===== src/rtl/irqrec_pkg.sv =====
package irqrec_pkg;

  // Strobes sent from the control module to the datapath.
  typedef struct packed {
    logic capture;  // latch the accepted request level
    logic forceTop; // latch the top (non-maskable) level
    logic clear;    // drop the latched level to zero
  } irqStrobe_t;

endpackage


===== src/rtl/irqrec_datapath.sv =====
module irqrec_datapath
  import irqrec_pkg::*;
#(
  parameter int LVL_W       = 3,
  parameter int SYNC_STAGES = 2,
  parameter int FILT_DEPTH  = 2
) (
  input  logic             clk,
  input  logic             rst,
  input  logic [LVL_W-1:0] irqPinsN,
  input  irqStrobe_t       strobe,
  output logic [LVL_W-1:0] reqLvl,
  output logic [LVL_W-1:0] prevLvl,
  output logic [LVL_W-1:0] pendLvl
);

  localparam int HIST_N = FILT_DEPTH - 1;
  localparam logic [LVL_W-1:0] TOP_LVL = '1;

  logic [LVL_W-1:0] syncChain [SYNC_STAGES];
  logic [LVL_W-1:0] filtHist  [HIST_N];
  logic [HIST_N-1:0] eqVec;
  logic [LVL_W-1:0] syncOut;
  logic             stableNow;

  // Synchronizer chain on the raw pins. It resets to "no request" (all ones).
  for (genvar s = 0; s < SYNC_STAGES; s++) begin : g_sync
    if (s == 0) begin : g_first
      always_ff @(posedge clk) begin
        if (rst) syncChain[0] <= '1;
        else     syncChain[0] <= irqPinsN;
      end
    end else begin : g_rest
      always_ff @(posedge clk) begin
        if (rst) syncChain[s] <= '1;
        else     syncChain[s] <= syncChain[s-1];
      end
    end
  end

  assign syncOut = syncChain[SYNC_STAGES-1];

  // Sample history for the stability filter.
  for (genvar h = 0; h < HIST_N; h++) begin : g_hist
    if (h == 0) begin : g_first
      always_ff @(posedge clk) begin
        if (rst) filtHist[0] <= '1;
        else     filtHist[0] <= syncOut;
      end
    end else begin : g_rest
      always_ff @(posedge clk) begin
        if (rst) filtHist[h] <= '1;
        else     filtHist[h] <= filtHist[h-1];
      end
    end
    assign eqVec[h] = (filtHist[h] == syncOut);
  end

  assign stableNow = &eqVec;

  // Accepted request level (inverse of the pins) and its one-cycle history.
  always_ff @(posedge clk) begin
    if (rst) begin
      reqLvl  <= '0;
      prevLvl <= '0;
    end else begin
      if (stableNow) reqLvl <= ~syncOut;
      prevLvl <= reqLvl;
    end
  end

  // Latched level of the pending recognition.
  always_ff @(posedge clk) begin
    if (rst)                 pendLvl <= '0;
    else if (strobe.forceTop) pendLvl <= TOP_LVL;
    else if (strobe.capture)  pendLvl <= reqLvl;
    else if (strobe.clear)    pendLvl <= '0;
  end

  AST_FILTERED_ACCEPT: assert property (@(posedge clk) disable iff (rst)
    !$stable(reqLvl) |-> ($past(syncOut) == ~reqLvl));

endmodule


===== src/rtl/irqrec_control.sv =====
module irqrec_control
  import irqrec_pkg::*;
#(
  parameter int LVL_W = 3
) (
  input  logic             clk,
  input  logic             rst,
  input  logic [LVL_W-1:0] ipMask,
  input  logic             ack,
  input  logic [LVL_W-1:0] reqLvl,
  input  logic [LVL_W-1:0] prevLvl,
  input  logic [LVL_W-1:0] pendLvl,
  output irqStrobe_t       strobe,
  output logic             intPending
);

  localparam logic [LVL_W-1:0] TOP_LVL = '1;

  logic riseTop;
  logic levelHit;
  logic topHeld;

  // The edge detector fires only when the previous level was below top.
  assign riseTop  = (reqLvl == TOP_LVL) && (prevLvl != TOP_LVL);
  assign levelHit = (reqLvl > ipMask);
  assign topHeld  = intPending && (pendLvl == TOP_LVL) && !ack;

  always_comb begin
    strobe.forceTop = riseTop && !topHeld;
    strobe.clear    = ack && !strobe.forceTop;
    strobe.capture  = levelHit && !intPending && !ack && !strobe.forceTop;
  end

  always_ff @(posedge clk) begin
    if (rst)                                    intPending <= 1'b0;
    else if (strobe.forceTop || strobe.capture) intPending <= 1'b1;
    else if (strobe.clear)                      intPending <= 1'b0;
  end

  AST_LEVEL_HIT: assert property (@(posedge clk) disable iff (rst)
    (!intPending && !ack && reqLvl > ipMask) |=> (intPending && pendLvl == $past(reqLvl)));
  AST_AT_MASK_IDLE: assert property (@(posedge clk) disable iff (rst)
    (!intPending && reqLvl <= ipMask && !(reqLvl == TOP_LVL && prevLvl != TOP_LVL)) |=> !intPending);
  AST_TOP_EDGE: assert property (@(posedge clk) disable iff (rst)
    (reqLvl == TOP_LVL && prevLvl != TOP_LVL) |=> (intPending && pendLvl == TOP_LVL));
  AST_ACK_CLEARS: assert property (@(posedge clk) disable iff (rst)
    (ack && !(reqLvl == TOP_LVL && prevLvl != TOP_LVL)) |=> (!intPending && pendLvl == '0));
  AST_PEND_HOLDS: assert property (@(posedge clk) disable iff (rst)
    (intPending && !ack && !(reqLvl == TOP_LVL && prevLvl != TOP_LVL)) |=> (intPending && $stable(pendLvl)));
  AST_RESET_CLEARS: assert property (@(posedge clk)
    rst |=> (!intPending && pendLvl == '0));

endmodule


===== src/rtl/irq_level_recognizer.sv =====
module irq_level_recognizer #(
  parameter int LVL_W       = 3,
  parameter int SYNC_STAGES = 2,
  parameter int FILT_DEPTH  = 2
) (
  input  logic             clk,
  input  logic             rst,
  input  logic [LVL_W-1:0] irqPinsN,
  input  logic [LVL_W-1:0] ipMask,
  input  logic             ack,
  output logic             intPending,
  output logic [LVL_W-1:0] intLevel
);

  irqrec_pkg::irqStrobe_t strobe;
  logic [LVL_W-1:0] reqLvl;
  logic [LVL_W-1:0] prevLvl;
  logic [LVL_W-1:0] pendLvl;

  irqrec_datapath #(
    .LVL_W(LVL_W), .SYNC_STAGES(SYNC_STAGES), .FILT_DEPTH(FILT_DEPTH)
  ) u_dp (
    .clk(clk), .rst(rst), .irqPinsN(irqPinsN), .strobe(strobe),
    .reqLvl(reqLvl), .prevLvl(prevLvl), .pendLvl(pendLvl)
  );

  irqrec_control #(.LVL_W(LVL_W)) u_ctl (
    .clk(clk), .rst(rst), .ipMask(ipMask), .ack(ack),
    .reqLvl(reqLvl), .prevLvl(prevLvl), .pendLvl(pendLvl),
    .strobe(strobe), .intPending(intPending)
  );

  assign intLevel = pendLvl;

endmodule


===== config.mk =====
export PLATFORM = sky130hd
export DESIGN_NAME = irq_level_recognizer
export DESIGN_NICKNAME = d
export VERILOG_FILES = /design/src/rtl/irqrec_pkg.sv /design/src/rtl/irqrec_datapath.sv /design/src/rtl/irqrec_control.sv /design/src/rtl/irq_level_recognizer.sv
export SDC_FILE = /design/constraint.sdc
export NUM_CORES = 1
export LEC_CHECK = 0
export CORE_MARGIN = 2
export CORE_UTILIZATION = 40
export CTS_BUF_LIST = sky130_fd_sc_hd__clkbuf_16
export CTS_CLUSTER_DIAMETER = 200
export DETAILED_ROUTE_END_ITERATION = 10
export DONT_BUFFER_PORTS = 1
export PLACE_DENSITY_LB_ADDON = 0.05
export SLEW_MARGIN = 40
export SYNTH_ARGS = -nofsm -noshare
export SYNTH_HDL_FRONTEND = slang
export SYNTH_SLANG_ARGS = --single-unit
export TNS_END_PERCENT = 50

===== constraint.sdc =====
create_clock -name clk -period 1.93 [get_ports clk]
set_input_delay 0.2895 -clock clk [delete_from_list [all_inputs] [get_ports clk]]
set_output_delay 0.2895 -clock clk [all_outputs]
set_load 0.02 [all_outputs]

Word level (Yosys, flattened, before mapping)

Memory sizes are Yosys's and may differ from the RTL's.
Index checks and enable logic that the tools add are counted.

Register bits after elaboration: 10
Latch bits: 0
Bits in writable memories: 9
ROM bits: 0
Input bits: 9
Output and inout port bits: 4
Word-level logic and storage cells: 42
Memories kept: 2

Memories:

| memory         | depth | bits a word | read ports | clocked after memory_dff | wr ports | line                  | source |
|---|---|---|---|---|---|---|---|
| u_dp.syncChain | 2     | 3           | 2          | 0                        | 2        | irqrec_datapath.sv:20 | `logic [LVL_W-1:0] syncChain [SYNC_STAGES];` |
| u_dp.filtHist  | 1     | 3           | 1          | 0                        | 1        | irqrec_datapath.sv:21 | `logic [LVL_W-1:0] filtHist [HIST_N];` |

$add $sub $neg: 0
$mul: 0
Divide/modulo/power cells: 0
Order comparisons: 1
Equal/unequal tests: 4
Shifts and indexed selects: 0
Multiplexer cells: 12
Bitwise logic cells: 3
Reduce and logical (&&, ||, !) cells: 16

Operators by type and width:

| cell                                 | count |
|---|---|
| 2-to-1 mux 3 bit                     | 6 |
| logical AND 1 bit                    | 8 |
| == test 3 bit, second input constant | 2 |
| 2-to-1 mux 1 bit                     | 6 |
| logical NOT 1 bit                    | 4 |
| == test 3 bit                        | 1 |
| greater-than comparator 3 bit        | 1 |
| != test 3 bit, second input constant | 1 |
| NOT 3 bit                            | 1 |
| nonzero test 3 bit                   | 1 |
| OR reduction 3 bit                   | 1 |
| OR 1 bit                             | 2 |
| nonzero test 2 bit                   | 1 |
| logical OR 1 bit                     | 1 |

Logic depth before layout (Yosys ltp)

Gate-level depths: netlist of the first run.

Word-level depth: 10
Mapped depth: 6
Mapped depth without buffers: 6

Hierarchy

A second synthesis of the first run with hierarchy kept.

Cell total of the unflattened synthesis: 75
Area, all modules: 765.7 um^2

By module, submodules not included:

| module          | times used | cells each | area each (um^2) | seq. area each (um^2) |
|---|---|---|---|---|
| irqrec_datapath | 1          | 54         | 616.8            | 360.3 |
| irqrec_control  | 1          | 21         | 148.9            | 20.0 |

Least setup slack after synthesis of the first run

Ideal clock, no wire load.

Path type: input -> register
From: in ipMask[1]
To: reg u_dp.pendLvl[2]
Library setup time: 0.123 ns
Arrival time: 1.434 ns
Data required time: 1.807 ns
Slack: 0.373 ns
Stages on the path: 6
Path buffers: 0
Cell sequence: inv_1 -> ha_1 -> nor2b_4 -> o31ai_4 -> a2bb2oi_2 -> mux2_1

Longest elaborated chain between the ends: 6
Elaborated cells between the ends (all ways): 7
Those cells by class: order compare: 1; mux: 2; reduce/logical: 4

RTL lines:

| element                             | line                      | source |
|---|---|---|
| start, declared                     | irq_level_recognizer.sv:9 | `input logic [LVL_W-1:0] ipMask,` |
| greater-than comparator 3 bit (*)   | irqrec_control.sv:25      | `assign levelHit = (reqLvl > ipMask);` |
| logical AND 1 bit (*) (3 in series) | irqrec_control.sv:31      | `strobe.capture = levelHit && !intPending && !ack && !strobe.forceTop;` |
| 2-to-1 mux 3 bit                    | irqrec_datapath.sv:76     | `else if (strobe.capture) pendLvl <= reqLvl;` |
| 2-to-1 mux 3 bit                    | irqrec_datapath.sv:75     | `else if (strobe.forceTop) pendLvl <= TOP_LVL;` |
| end signal, assigned                | irqrec_datapath.sv:76     |  |
| end, declared                       | irqrec_datapath.sv:14     | `output logic [LVL_W-1:0] pendLvl` |

Mark *: on every way between the ends. The rest lies on a longest branch, timed or not.
A chain may end at the register's enable or synchronous reset.

Final worst setup path of the first run

From: reg u_dp.reqLvl[1]
To: reg u_dp.pendLvl[2]

Longest elaborated chain between the ends: 7
Elaborated cells between the ends (all ways): 12
Those cells by class: order compare: 1; eq/ne: 1; mux: 2; reduce/logical: 8

RTL lines:

| element                                                               | line                  | source |
|---|---|---|
| start, declared                                                       | irqrec_datapath.sv:12 | `output logic [LVL_W-1:0] reqLvl,` |
| start signal, assigned                                                | irqrec_datapath.sv:67 | `if (stableNow) reqLvl <= ~syncOut;` |
| branches (longest 7 deep; another with greater-than comparator 3 bit) | -                     |  |

Parallel ways; which one is timed is not known.

==> out/qor.yml, run 1 <==
cts:
  cts_buffer_depth: 2
  ctsResizeCount: 0
  cts_buffers: 3
  post_cts_buffers: 0
  cts_htree_levels: 1
  clk_pin_slew_ps: 50
  clk_latency_ps: 250
  cts_root_buf: "clkbuf_16"
  cts_tree: "done"
  numClockSinks: 19
  ctsHoldBuffers: 0
floorplanning:
  design.die.area_um2: 2300
  rows: 15
  ios: 13
  start_util_pct: 43.4
  core_area_um2: 1780
  die_y_um: 48
  die_x_um: 48
synthesis:
  synth_nets: 86
  avgSynthCellArea_um2: 10.5
  seq_area_frac_synth_pct: 49.1
  synth_cell_types: 30
  yosys_warnings: 0
  synthCells: 74
  ys_ff_latch: 19
  netlist_area_um2: 774
cells_and_area:
  diodes: 0
  layout-drive-gt1-share_pct: 25.0
  syn_to_final_growth_pct: 13.4
  finalInstanceArea_um2: 878
  nNetsFinal: 89
setup_path:
  worstReg2RegStart: "u_dp.reqLvl[1]$_SDFFE_PP0N_"
  ff2ff_path_depth: 5
  crit_required_ps: 2070
  max_stage_delay_ps: 410
  r2r-end: "u_dp.pendLvl[2]$_SDFFE_PP0P_"
  r2r_slack_ps: 220
  endpoint_kind: "register"
  critical_path.cell_chain: "ha_1 > nor2b_4 > o31ai_4 > a2bb2oi_2 > mux2_1"
  crit_fanout: 5
  cp-start-kind: "register"
  slowest_stage: "dfxtp_1"
  critPathKind: "register to register"
  cp.arrival_ps: 1850
  startpoint: "u_dp.reqLvl[1]$_SDFFE_PP0N_"
hold_path:
  holdPathEnd: "u_dp.reqLvl[0]$_SDFFE_PP0N_"
  min-delay-start: "rst"
  holdCritPathClass: "input port to register"
  min_path_cells: 1
global_routing:
  grt_pass1_wl_mm: 2.00
  grt_overflow: 0
  grt_max_degree: 20
  antenna_found_initial: 0
  grt.total_usage_pct: 13.5
  grt_pass1_vias: 441
timing:
  drv_slew: 0
  fmax_ghz: 0.585
  finalCritPeriodShare_pct: 88.6
  setup_tns_ps: 0
  worst_slew_pin_slew_ps: 354
  maxSlewHeadroom_pct: 76.2
  setup_viol: 0
  final_hold_viol_count: 0
  fin_crit_ps: 1710
  rsz0062_at_grt: "false"
  finClkSkew_ps: 0.738
run_status:
  outcome: "complete, no violations"
job:
  maxCapViolations: 0
power:
  clockPowerShare_pct: 45.9
  pwr-share-seq_pct: 46.5
  p_int_mw: 0.723
  ir_drop_v: 0.000583
  p_comb_share_pct: 7.6
  power.density_nw_per_um2: 1040
  p_sw_share_pct: 20.9
  leakage_nw: 0.344
  switchingPower_mw: 0.191
routing:
  dr.pass1.iters: 3
  routed_via_density: 4.92
  vias: 497
  drcViolationCount: 0
  drt_iter0_markers: 1
  ant_nets: 0
  wirelength_mm: 1.28
  wl_per_cell_um: 12.7
placed_design:
  place_area_um2: 798
  port_buffers: 0
  gp_congestion: 0.711
  hpwl_um: 915
==> per-layer routing <==
layer | GRT usage (%) | routed length, um | up-vias
met5 | 0 | 0 | -
met4 | 4.86 | 12 | 0
met3 | 7.92 | 71 | 2
met2 | 19.5 | 570 | 11
met1 | 16.6 | 630 | 227
li1 | - | - | 257
==> logic make-up after synthesis <==
| group | count (synthesis) | synth area share, % |
|---|---|---|
| XOR/XNOR | 3 | 3.39 |
| adder cells (fa/ha/maj) | 3 | 4.85 |
| buffers and inverters | 7 | 3.39 |
| AO/OA/AOI/OAI | 15 | 16.0 |
| multiplexers | 1 | 1.45 |
| flip-flops | 19 | 49.1 |
| AND/OR/NAND/NOR | 26 | 21.8 |
==> layout by cell type (no fill, tap or decap) <==
master,Yosys,routed
o21ai_1,1,1
nor2_1,3,3
nor2b_1,3,3
clkbuf_16,0,3
a2bb2oi_2,1,1
nand2_1,1,1
or3b_1,1,1
o31ai_1,1,1
o31ai_4,1,1
a21oi_1,2,2
xor2_1,3,3
dfxtp_1,19,19
a31oi_2,1,1
o21ai_0,2,2
clkinv_2,0,1
o21bai_1,1,1
or2_2,9,9
nor2b_4,1,1
nor3b_1,1,1
or3_1,1,1
ha_1,3,3
nor3_1,1,1
a31oi_1,2,2
nand3_1,2,2
nor2_4,1,1
nor3_2,1,1
nand4_1,1,1
mux2_1,1,1
inv_1,5,5
o211ai_1,1,1
a211oi_1,2,2
==> state kept, by name, indices dropped and copies added, names as in the netlist <==
name / cells
u_ctl.intPending: 1
u_dp.filtHist: 3
u_dp.pendLvl: 3
u_dp.reqLvl: 3
u_dp.prevLvl: 3
u_dp.syncChain: 6
==> power by group through the flow <==
stage | Combinational, mW | Sequential [mW] | Clock, mW
finish | 0.0697 | 0.425 | 0.419
global route | 0.0772 | 0.427 | 0.452
CTS | 0.0703 | 0.425 | 0.436
detailed placement | 0.0693 | 0.434 | 0
global placement | 0.0697 | 0.434 | 0
floorplan | 0.0652 | 0.429 | 0
==> cell type report <==
type,instances,area [um^2]
clock buffer,3,75.1
clock inverter,1,5.00
fill,169,905
inverter,5,18.8
multi-input combinational,48,368
sequential,19,380
tap,25,31.3
==> cell usage after synthesis, drive strengths merged <==
cell type	n	share of area, %
xor2	3	3.4
nand3	2	1.3
a211oi	2	1.9
a21oi	2	1.3
mux2	1	1.5
clkbuf	2	0.97
nor2	4	2.9
or3	1	0.81
o21bai	1	0.97
nor3b	1	0.97
ha	3	4.8
or2	9	7.3
o211ai	1	0.97
inv	5	2.4
nand4	1	0.81
nor3	2	1.9
or3b	1	1.1
nor2b	4	4.2
dfxtp	19	49
a2bb2oi	1	1.9
nand2	1	0.48
o21ai	3	1.9
o31ai	2	3.7
a31oi	3	3.2
==> worst max-delay path, delay by kind of cell (launching register included) <==
family                   cells  cell delay, ps
adder cells (fa/ha/maj)      1             280
AO/OA/AOI/OAI                2             450
multiplexers                 1             320
flip-flops                   1             410
AND/OR/NAND/NOR              1             140
==> metrics by stage <==
stage	total power [mW]	setup slack, ps	hold WS [ps]	instances	util (%)
after floorplan	0.494	373	389	74	-
after global placement	0.504	218	364	97	44.8
after detailed placement	0.503	223	363	97	44.8
after CTS	0.932	214	96.6	101	49.3
after global routing	0.956	125	93.7	101	49.3
final	0.914	220	103	101	49.3
==> worst max-delay path by stage <==
stage	slack, ps	to	depth (start not counted)
after floorplan	370	u_dp.pendLvl[2]$_SDFFE_PP0P_	6
after global placement	220	u_dp.pendLvl[2]$_SDFFE_PP0P_	5
after detailed placement	220	u_dp.pendLvl[2]$_SDFFE_PP0P_	5
after CTS	210	u_dp.pendLvl[2]$_SDFFE_PP0P_	5
after global routing	130	u_dp.pendLvl[2]$_SDFFE_PP0P_	5
final	220	u_dp.pendLvl[2]$_SDFFE_PP0P_	5
Power figures use the tool's default switching activity.
==> run 2, diff against run 1 <==
--- a/config.mk
+++ b/config.mk
@@ -5,7 +5,6 @@
 export SDC_FILE = /design/constraint.sdc
 export NUM_CORES = 1
 export LEC_CHECK = 0
-export CORE_MARGIN = 2
 export CORE_UTILIZATION = 40
 export CTS_BUF_LIST = sky130_fd_sc_hd__clkbuf_16
 export CTS_CLUSTER_DIAMETER = 200
==> constraint.sdc (replaced) <==
create_clock -name clk -period 1.8 [get_ports clk]
set_input_delay 0.27 -clock clk [delete_from_list [all_inputs] [get_ports clk]]
set_output_delay 0.27 -clock clk [all_outputs]
set_load 0.02 [all_outputs]
==> run 2 against run 1 <==
Net effect: combinational power grew 6.7%; sequential power is 7.1% higher; worst setup slack got worse by 110 ps; non-clock buffer count is 1 higher; via count is 1.6% higher; worst hold slack got worse by 19 ps; sequential share of layout area down 0.37 points; die area down 8.2%; clock-buffer cell count stayed put; total power increased by 7.7%; clock skew about the same; largest power group unchanged.
==> out/qor.yml, run 2 (synthesized netlist as in run 1, its figures left out) <==
run_status:
  outcome: "complete, no violations"
setup_path:
  cp-start-kind: "register"
  ff2ff_path_depth: 5  # unchanged
  cp.arrival_ps: 1820  # -30 ps
  critPathKind: "register to register"
  crit_fanout: 5  # unchanged
  r2r_slack_ps: 110  # -110 ps
  endpoint_kind: "register"
  crit_required_ps: 1940  # -130 ps
floorplanning:
  die_x_um: 46  # -4.2%
  die_y_um: 46  # -4.2%
  rows: 15  # unchanged
  core_area_um2: 1760  # -1.1%
  ios: 13  # unchanged
  start_util_pct: 43.9  # +0.46 points
  design.die.area_um2: 2120  # -8.2%
timing:
  fmax_ghz: 0.592  # +1.2%
  finClkSkew_ps: 0.670  # -0.0683 ps
  worst_slew_pin_slew_ps: 348  # -6.68 ps
  setup_tns_ps: 0  # unchanged
  fin_crit_ps: 1690  # -20.0 ps
  rsz0062_at_grt: "false"
  maxSlewHeadroom_pct: 76.7  # +0.45 points
  final_hold_viol_count: 0  # unchanged
  finalCritPeriodShare_pct: 93.9  # +5.3 points
  drv_slew: 0  # unchanged
  setup_viol: 0  # unchanged
cts:
  cts_tree: "done"
  cts_buffers: 3  # unchanged
  ctsResizeCount: 0  # unchanged
  ctsHoldBuffers: 0  # unchanged
  clk_latency_ps: 250  # about the same
  post_cts_buffers: 0  # unchanged
  clk_pin_slew_ps: 50  # about the same
  cts_root_buf: "clkbuf_16"
  cts_htree_levels: 1  # unchanged
  numClockSinks: 19  # unchanged
  cts_buffer_depth: 2  # unchanged
routing:
  ant_nets: 0  # unchanged
  routed_via_density: 4.95  # +0.61%
  wirelength_mm: 1.25  # -2.3%
  drcViolationCount: 0  # unchanged
  dr.pass1.iters: 4  # +1
  wl_per_cell_um: 12.3  # -3.3%
  drt_iter0_markers: 4  # +3
  vias: 505  # +1.6%
power:
  total_power_mw: 0.984  # +7.7%
  power.density_nw_per_um2: 1110  # +6.8%
  ir_drop_v: 0.000632  # +8.4%
  leakage_nw: 0.349  # +1.6%
global_routing:
  antenna_found_initial: 0  # unchanged
  grt_pass1_wl_mm: 2.10  # +4.8%
  grt.total_usage_pct: 15.7  # +2.2 points
  grt_pass1_vias: 443  # +0.45%
  grt_max_degree: 20  # unchanged
  grt_overflow: 0  # unchanged
cells_and_area:
  layout-drive-gt1-share_pct: 26.0  # +0.97 points
  layout_common_cells: "dfxtp_1, or2_2, inv_1"
  post-route-util_pct: 50.2  # +0.95 points
  diodes: 0  # unchanged
  largest_reg_flops: 6  # unchanged
  syn_to_final_growth_pct: 14.4
  final_common_cell: "dfxtp_1"
  regMostFlops: "u_dp.syncChain"
  nNetsFinal: 90  # +1.1%
hold_path:
  holdCritPathClass: "input port to register"
  min_path_cells: 1  # unchanged
job:
  maxCapViolations: 0  # unchanged
placed_design:
  hpwl_um: 882  # -3.6%
  gp_congestion: 0.769  # +8.2%
  port_buffers: 0  # unchanged
## run 2: cell types whose count changed in the layout (fill, tap and decap cells not counted)
cell,previous run,this run
buf_4,0,1
## run 2: area by class of cell
cell class / count / area [um^2]
multi-input cells: 48 / 368
clock inverters: 1 / 5.00
inverters: 5 / 18.8
well taps: 25 / 31.3
repair buffers: 1 / 7.51
clock buffers: 3 / 75.1
fillers: 176 / 878
flip-flops and latches: 19 / 380
## run 2: stage by stage
step           hold slack, ps  setup slack (ps)  area (um^2)  std cells
2_1_floorplan             374               250          774         74
3_3_place_gp              339               179          806         98
3_5_place_dp              340               142          806         98
4_1_cts                  70.1              98.7          886        102
5_1_grt                  70.4              18.8          886        102
6_report                 83.4               110          886        102
## run 2: final timing paths
kind                                          end                       startpoint
setup / recovery     u_dp.pendLvl[2]$_SDFFE_PP0P_      u_dp.reqLvl[1]$_SDFFE_PP0N_
hold / removal      u_ctl.intPending$_SDFFE_PP0P_                              rst
setup reg to reg     u_dp.pendLvl[2]$_SDFFE_PP0P_      u_dp.reqLvl[1]$_SDFFE_PP0N_
hold reg to reg   u_dp.syncChain[1][0]$_SDFF_PP1_  u_dp.syncChain[0][0]$_SDFF_PP1_
## run 2: report_power, final
group / internal [mW] / total [mW] / leakage, nW / switching, mW
combinational: 0.0393 / 0.0744 / 0.153 / 0.0351
sequential: 0.439 / 0.455 / 0.156 / 0.0160
clock: 0.298 / 0.455 / 0.0409 / 0.157
## run 2: worst max-delay path: stages, from the launching register on
cell       delay [ps]
dfxtp_1           380
ha_1              270
nor2b_4           140
o31ai_4           250
a2bb2oi_2         200
mux2_1            340
## run 2: per-layer routing
metal | wire (um) | track usage [%]
met5 | 0 | 0
met4 | 42 | 10.6
met3 | 64 | 8.33
met2 | 514 | 20.8
met1 | 631 | 19.1
